<file path="src/rtl/bank_timing_pkg.sv">
package bank_timing_pkg;
  typedef enum logic [2:0] {
    OP_NOP  = 3'd0,
    OP_ACT  = 3'd1,
    OP_RD   = 3'd2,
    OP_RDAP = 3'd3,
    OP_PRE  = 3'd4
  } cmd_op_e;

  typedef enum logic [1:0] {
    BK_IDLE    = 2'd0,
    BK_OPEN    = 2'd1,
    BK_APWAIT  = 2'd2,
    BK_CLOSING = 2'd3
  } bank_st_e;
endpackage

</file>
<file path="src/rtl/ceil_divider.sv">
// Restoring divider, one quotient bit per cycle; result held until next start.
module ceil_divider #(
  parameter int NW = 17
) (
  input  logic          clk,
  input  logic          rst,
  input  logic          start,
  input  logic [NW-1:0] num,
  input  logic [NW-1:0] den,
  output logic          busy,
  output logic [NW-1:0] res
);
  localparam int CW = $clog2(NW + 1);

  logic [NW-1:0] q_q, q_n;
  logic [NW:0]   rem_q, rem_n, dv_q, shifted;
  logic [NW+1:0] diff;
  logic [CW-1:0] cnt_q;

  always_comb begin
    shifted = {rem_q[NW-1:0], q_q[NW-1]};
    diff    = {1'b0, shifted} - {1'b0, dv_q};
    rem_n   = diff[NW+1] ? shifted : diff[NW:0];
    q_n     = {q_q[NW-2:0], ~diff[NW+1]};
  end

  always_ff @(posedge clk) begin
    if (rst) begin
      busy  <= 1'b0;
      cnt_q <= '0;
      q_q   <= '0;
      rem_q <= '0;
      dv_q  <= '0;
      res   <= NW'(1);
    end else if (start) begin
      busy  <= 1'b1;
      cnt_q <= CW'(NW);
      q_q   <= num;
      rem_q <= '0;
      dv_q  <= {1'b0, den};
    end else if (busy) begin
      q_q   <= q_n;
      rem_q <= rem_n;
      cnt_q <= cnt_q - 1'b1;
      if (cnt_q == CW'(1)) begin
        busy <= 1'b0;
        res  <= q_n;
      end
    end
  end

  p_busy_has_steps_r2: assert property (@(posedge clk) disable iff (rst)
    busy |-> (cnt_q != '0));
endmodule

</file>
<file path="src/rtl/bank_timer.sv">
// Timing state for one bank: open window, autoprecharge wait, recovery.
module bank_timer
  import bank_timing_pkg::*;
#(
  parameter int CNT_W = 8
) (
  input  logic             clk,
  input  logic             rst,
  input  logic             do_act,
  input  logic             do_rdap,
  input  logic             do_pre,
  input  logic [CNT_W-1:0] trp_cyc,
  input  logic [CNT_W-1:0] tras_cyc,
  input  logic [CNT_W-1:0] ap_half,
  output logic             act_ok_q,
  output logic             pre_ok_q,
  output logic             bad_cmd,
  output logic             bad_is_pre
);
  bank_st_e         st_q, st_n;
  logic [CNT_W-1:0] ras_q, ras_n, rp_q, rp_n, ap_q, ap_n;
  logic             start_pre;

  always_comb begin
    st_n      = st_q;
    ras_n     = (ras_q != '0) ? ras_q - 1'b1 : '0;
    ap_n      = (ap_q != '0) ? ap_q - 1'b1 : '0;
    rp_n      = rp_q;
    start_pre = 1'b0;
    unique case (st_q)
      BK_IDLE: begin
        if (do_act) begin
          st_n  = BK_OPEN;
          ras_n = tras_cyc - 1'b1;
        end
      end
      BK_OPEN: begin
        if (do_pre && ras_q == '0) begin
          start_pre = 1'b1;
        end else if (do_rdap) begin
          st_n = BK_APWAIT;
          ap_n = ap_half - 1'b1;
        end
      end
      BK_APWAIT: begin
        // earliest non-truncating edge reached and tRAS met
        if (ap_q == '0 && ras_q == '0) start_pre = 1'b1;
      end
      BK_CLOSING: begin
        if (rp_q <= CNT_W'(1)) begin
          st_n = BK_IDLE;
          rp_n = '0;
        end else begin
          rp_n = rp_q - 1'b1;
        end
      end
      default: st_n = BK_IDLE;
    endcase
    if (start_pre) begin
      if (trp_cyc <= CNT_W'(1)) begin
        st_n = BK_IDLE;
        rp_n = '0;
      end else begin
        st_n = BK_CLOSING;
        rp_n = trp_cyc - 1'b1;
      end
    end
  end

  always_ff @(posedge clk) begin
    if (rst) begin
      st_q     <= BK_IDLE;
      ras_q    <= '0;
      rp_q     <= '0;
      ap_q     <= '0;
      act_ok_q <= 1'b1;
      pre_ok_q <= 1'b1;
    end else begin
      st_q     <= st_n;
      ras_q    <= ras_n;
      rp_q     <= rp_n;
      ap_q     <= ap_n;
      act_ok_q <= (st_n == BK_IDLE);
      pre_ok_q <= (st_n == BK_OPEN) ? (ras_n == '0) : (st_n != BK_APWAIT);
    end
  end

  assign bad_cmd    = (do_act && !act_ok_q) || (do_pre && !pre_ok_q);
  assign bad_is_pre = do_pre && !pre_ok_q;

  p_act_closes_window_r3: assert property (@(posedge clk) disable iff (rst)
    (do_act && act_ok_q) |=> !act_ok_q);

  p_open_only_after_close_r4: assert property (@(posedge clk) disable iff (rst)
    $rose(act_ok_q) |-> $past(st_q == BK_CLOSING || start_pre));

  p_rdap_blocks_both_r5: assert property (@(posedge clk) disable iff (rst)
    (do_rdap && st_q == BK_OPEN && !(do_pre && ras_q == '0)) |=> (!pre_ok_q && !act_ok_q));

  p_early_pre_dropped_r7: assert property (@(posedge clk) disable iff (rst)
    (do_pre && !pre_ok_q && st_q == BK_OPEN && !do_rdap) |=> (st_q == BK_OPEN));
endmodule

</file>
<file path="src/rtl/bank_timing_guard.sv">
module bank_timing_guard
  import bank_timing_pkg::*;
#(
  parameter int NUM_BANKS = 4,
  parameter int PS_W      = 16,
  parameter int CNT_W     = 8,
  parameter int BL_W      = 5,
  parameter int BANK_W    = $clog2(NUM_BANKS)
) (
  input  logic                 clk,
  input  logic                 rst,
  input  logic                 cfg_load,
  input  logic [PS_W-1:0]      cfg_trp_ps,
  input  logic [PS_W-1:0]      cfg_tras_ps,
  input  logic [PS_W-1:0]      cfg_tck_ps,
  input  logic [BL_W-1:0]      cfg_burst_len,
  output logic                 cfg_ready,
  input  logic [2:0]           cmd_op,
  input  logic [BANK_W-1:0]    cmd_bank,
  output logic [NUM_BANKS-1:0] act_ok,
  output logic [NUM_BANKS-1:0] pre_ok,
  output logic                 viol_seen,
  output logic [BANK_W-1:0]    viol_bank,
  output logic                 viol_is_pre
);
  localparam int NW = PS_W + 1;

  function automatic logic [CNT_W-1:0] to_cycles(input logic [NW-1:0] q);
    if (|q[NW-1:CNT_W])            return '1;
    else if (q[CNT_W-1:0] == '0)   return CNT_W'(1);
    else                           return q[CNT_W-1:0];
  endfunction

  logic [NW-1:0]    trp_num, tras_num, tck_den, trp_res, tras_res;
  logic             trp_busy, tras_busy;
  logic [CNT_W-1:0] trp_cyc, tras_cyc, ap_half_q;

  assign tck_den  = NW'(cfg_tck_ps);
  assign trp_num  = NW'(cfg_trp_ps) + tck_den - NW'(1);
  assign tras_num = NW'(cfg_tras_ps) + tck_den - NW'(1);

  ceil_divider #(.NW(NW)) u_div_trp (
    .clk(clk), .rst(rst), .start(cfg_load),
    .num(trp_num), .den(tck_den), .busy(trp_busy), .res(trp_res)
  );

  ceil_divider #(.NW(NW)) u_div_tras (
    .clk(clk), .rst(rst), .start(cfg_load),
    .num(tras_num), .den(tck_den), .busy(tras_busy), .res(tras_res)
  );

  assign trp_cyc   = to_cycles(trp_res);
  assign tras_cyc  = to_cycles(tras_res);
  assign cfg_ready = !(trp_busy || tras_busy);

  // half-beats per clock: burst occupies max(1, BL/2) cycles
  always_ff @(posedge clk) begin
    if (rst)                ap_half_q <= CNT_W'(1);
    else if (cfg_load)      ap_half_q <= (cfg_burst_len < BL_W'(4)) ? CNT_W'(1)
                                         : CNT_W'(cfg_burst_len >> 1);
  end

  logic [NUM_BANKS-1:0] bad_vec, bad_pre_vec;

  for (genvar b = 0; b < NUM_BANKS; b++) begin : g_bank
    logic hit;
    assign hit = (cmd_bank == BANK_W'(b));
    bank_timer #(.CNT_W(CNT_W)) u_bank (
      .clk       (clk),
      .rst       (rst),
      .do_act    (hit && cmd_op == OP_ACT),
      .do_rdap   (hit && cmd_op == OP_RDAP),
      .do_pre    (hit && cmd_op == OP_PRE),
      .trp_cyc   (trp_cyc),
      .tras_cyc  (tras_cyc),
      .ap_half   (ap_half_q),
      .act_ok_q  (act_ok[b]),
      .pre_ok_q  (pre_ok[b]),
      .bad_cmd   (bad_vec[b]),
      .bad_is_pre(bad_pre_vec[b])
    );
  end

  logic [BANK_W-1:0] bad_idx;
  logic              bad_kind;
  always_comb begin
    bad_idx  = '0;
    bad_kind = 1'b0;
    for (int i = NUM_BANKS - 1; i >= 0; i--) begin
      if (bad_vec[i]) begin
        bad_idx  = BANK_W'(i);
        bad_kind = bad_pre_vec[i];
      end
    end
  end

  always_ff @(posedge clk) begin
    if (rst) begin
      viol_seen   <= 1'b0;
      viol_bank   <= '0;
      viol_is_pre <= 1'b0;
    end else if (!viol_seen && |bad_vec) begin
      viol_seen   <= 1'b1;
      viol_bank   <= bad_idx;
      viol_is_pre <= bad_kind;
    end
  end

  p_viol_sticky_r7: assert property (@(posedge clk) disable iff (rst)
    viol_seen |=> (viol_seen && $stable(viol_bank) && $stable(viol_is_pre)));

  p_early_pre_flagged_r7: assert property (@(posedge clk) disable iff (rst)
    (cmd_op == OP_PRE && !pre_ok[cmd_bank]) |=> viol_seen);

  p_load_drops_ready_r2: assert property (@(posedge clk) disable iff (rst)
    cfg_load |=> !cfg_ready);
endmodule

</file>
<file path="config.mk">
export PLATFORM = sky130hd
export DESIGN_NAME = bank_timing_guard
export DESIGN_NICKNAME = d
export VERILOG_FILES = /design/src/rtl/bank_timing_pkg.sv /design/src/rtl/ceil_divider.sv /design/src/rtl/bank_timer.sv /design/src/rtl/bank_timing_guard.sv
export SDC_FILE = /design/constraint.sdc
export NUM_CORES = 1
export LEC_CHECK = 0
export BUFFER_PORTS_ARGS = -buffer_cell sky130_fd_sc_hd__buf_4
export CAP_MARGIN = 20
export CORE_ASPECT_RATIO = 2
export CORE_MARGIN = 1.5
export CORE_UTILIZATION = 62
export DETAILED_ROUTE_END_ITERATION = 7
export PLACE_DENSITY = 0.81
export RECOVER_POWER = 25
export SETUP_SLACK_MARGIN = 0.1
export SYNTH_ARGS = -nofsm -noshare
export SYNTH_HDL_FRONTEND = slang
export SYNTH_SLANG_ARGS = --single-unit
</file>
<file path="constraint.sdc">
create_clock -name clk -period 3.8 [get_ports clk]
set_clock_uncertainty 0.15 [all_clocks]
set_input_delay 0.38 -clock clk [delete_from_list [all_inputs] [get_ports clk]]
set_output_delay 0.38 -clock clk [all_outputs]
set_load 0.01 [all_outputs]
</file>
==> results.txt <==
highest metal used = met4
static leakage = 7.93 nW
nets@finish = 2,309
syn_nets = 2,258
worst ir drop on vdd = 0.351 mV
Crit Path Max Fanout = 9
Post-synth ARST share = 0%
global-route wire length before repair = 68,700 microns
Yosys top cell by area = dfxtp_1
Final Instance Count excl. Fillers = 2,462
total power = 9.15 mW
EDFF count, synth = 0
met2 WL post-DR = 22,600 microns
Yosys warnings = 0
Final WS setup = 312 ps
crit path cell chain = inv_1 -> ha_1 -> fa_1 -> nor2b_1 -> o31a_1 -> o22ai_1 -> o211ai_1 -> and4_1 -> nor3_2 -> buf_12 -> nand2_1 -> a311oi_1
Skew-Pair Late Insertion Delay = 540 ps
I/O Buffers = 72
number of global-route vias before repair = 14,900
maximum buffer depth of the clock tree = 3
fin util = 70.0%
Hold Crit Start = cmd_bank[1]
Clock Pin Slew Worst Setup and Hold Paths = 70 ps
largest net degree at the start of global routing = 82
# setup viols final = 0
crit path kind = reg2reg
critical path's top delay family = compound AO/OA/AOI/OAI gates
top post-synthesis cells by area = dfxtp_1 (31%), ha_1 (11%), nor2_1 (7.2%)
Worst-Margin Slew = 2010 ps
Post-Synthesis Cells = 2,054
CTS tree = built
Cell Pwr Density = 507 nW/um^2
Worst R2R Path Depth = 12
DP Worst Slack = 366 ps
routed wl met3 = 1430 microns
Worst R2R Start = u_div_tras.q_q[16]
CP max-delay cell = nor3_2
Netlist cell types = 84
number of diodes = 0
Critical path buffers and inverters = 2
sequential share of the synthesized area = 30.7%
Post-Route WL = 42,600 microns
met1 WL = 15,000 microns
R2R setup slack = 310 ps
Starting DRT DRC Count = 821
I/O Pins = 74
Post-CTS Setup Inserts = 0
initial core utilization = 63.3%
crit start category = flip-flop
Setup TNS Final = 0 ps
Multi-input gate area = 10,200 sq um
Yosys top cell area share = 30.7%
DRC = 0
CTS root buf = clkbuf_16
gpl congestion = 0.954
status = finished with violations
violated checks = capacitance limit, slew limit
Achievable Freq = 287 MHz
GRT Total Usage = 30.4%
DP HPWL = 31,500 microns
reg-to-reg endpoint = u_div_tras.rem_q[10]
Final Critical Period = 3490 ps
CTS H-tree depth = 1
Hold Path Class = in2reg
layout cell share with drive strength beyond 1 = 8.01%
via count = 15,000
DIE AREA = 27,300 sq um
max_cap viols = 6
Critical Path RT = 4080 ps
period utilisation layout = 91.8%
Cells after DPL = 2,398
Final Hold Viols = 0
CTS Buf Count = 24
Layout area overhead = 10.6%
synthesized area per cell = 7.94 sq um
slowest stage delay, CP = 580 ps
Main synth FF type = dfxtp_1
Worst Setup End Kind = flip-flop
Routed WL per cell = 17.3 microns
initial antenna violation count = 0
clock net sink count = 250
#FFs+latches synth = 250
Hold EP = viol_bank[0]
relative slew slack = -33.9%
Area after DPL = 17,100 sq um
core area = 25,800 sq um
mapped cell area = 16,300 sq um
GR Overflow Total = 0
Die Wd = 118 microns
vias per std cell = 6.08
RSZ-0062 raised after global routing = no
Die Span Y = 232 microns
final antenna-violating net count = 0
Fillers = 2,111
Slew Limit Fails = 274
final instance area = 18,000 sq um
worst hold slack = 113 ps
row count = 83
Crit path arrival time = 3760 ps
Pre-antenna DRT Iters = 5
worst hold path stage count = 3
FF+latch area = 5010 sq um
-- worst max path at each step --
stage,start,end,slack (ps),depth (start not counted)
2_1_floorplan,u_div_tras.res[13],g_bank[0].u_bank.pre_ok_q,500,12
3_3_place_gp,u_div_tras.q_q[16],u_div_tras.rem_q[10],420,12
3_5_place_dp,u_div_tras.res[13],g_bank[3].u_bank.pre_ok_q,370,12
4_1_cts,u_div_tras.res[13],g_bank[3].u_bank.pre_ok_q,340,12
5_1_grt,u_div_tras.q_q[16],u_div_tras.rem_q[10],90,12
6_report,u_div_tras.q_q[16],u_div_tras.rem_q[10],310,12
-- power by group --
part	leakage (nW)	total [mW]	internal, mW	switching [mW]
logic	5.50	3.41	1.48	1.92
registers	2.04	3.29	2.97	0.323
clock network	0.391	2.45	1.39	1.06
total	7.93	9.15	5.84	3.31
-- cells in the mapped netlist (5+ instances only) --
cell type,n
a31oi_1,34
o31a_1,5
nor4_1,20
a21oi_1,133
mux2_2,15
xnor2_1,32
o41ai_1,6
or3_1,10
nand2_1,111
nor3_1,60
nor2_1,311
o21ai_0,77
nor3b_1,13
buf_1,9
a211o_1,5
buf_4,9
buf_2,6
nand2b_1,18
o211ai_1,12
mux2i_1,82
a21o_1,13
or4_1,12
xor2_1,53
dfxtp_1,250
inv_1,191
clkbuf_1,70
or2_2,6
nand4_1,8
nor2b_1,39
a211oi_1,66
a22oi_1,11
nand3b_1,7
and3_1,14
and2_1,13
a311oi_1,15
nand3_1,38
o21a_1,20
o22ai_1,14
ha_1,139
o31ai_1,15
-- worst reg2reg max path, cell delays in order, from the launching register on --
cell	delay [ps]
dfxtp_1	390
inv_1	90
ha_1	190
fa_1	220
nor2b_1	70
o31a_1	280
o22ai_1	410
o211ai_1	150
and4_1	310
nor3_2	580
buf_12	220
nand2_1	60
a311oi_1	250
-- registers in the layout, summed over array words and instances (netlist names), 17 cells and up --
signal,flops
u_div_tras.rem_q,17
g_bank.u_bank.ap_q,32
u_div_trp.rem_q,17
g_bank.u_bank.rp_q,32
u_div_trp.res,17
u_div_trp.q_q,17
u_div_tras.q_q,17
u_div_tras.res,17
g_bank.u_bank.ras_q,32
-- metal layers --
metal	up-vias	GRT usage, %
met4	0	25.2
li1	7326	-
met2	406	60.0
met1	7057	27.5
met5	-	0
met3	176	2.89
-- placed cells by master (no fill, tap or decap), types with 38 or more instances in the layout --
master	n
buf_4	80
mux2i_1	82
nand3_1	38
dfxtp_1	249
inv_1	191
nor2_1	311
o21ai_0	77
xor2_1	53
a21oi_1	133
a211oi_1	66
ha_1	139
nor2b_1	39
nand2_1	111
nor3_1	59
-- area by class of cell --
class                           count  share of cell area [%]
Inverter                          191                    3.98
Timing Repair Buffer              120                    4.97
Sequential cell                   250                    27.8
Multi-Input combinational cell   1518                    56.5
Tap cell                          340                    2.36
Clock buffer                       36                    4.03
Clock inverter                      7                   0.368
-- cells by family after synthesis --
| family | count (synthesis) | share of synthesized area (%) |
|---|---|---|
| DFF | 250 | 30.7 |
| and+or+nand+nor | 711 | 21.0 |
| adders and majority gates | 143 | 11.2 |
| buffers and inverters | 286 | 6.88 |
| AOI/OAI and AO/OA | 480 | 19.5 |
| xor gates and xnor gates | 85 | 4.56 |
| muxes | 99 | 6.30 |
-- what timing repair did --
| item | CTS | global route |
|---|---|---|
| setup endpoints to repair | 0 | 4 |
| resized for setup | 0 | 2 |
| hold buffers | 20 | 0 |
| hold endpoints to repair | 20 | 0 |
(Power assumes the default switching activity.)
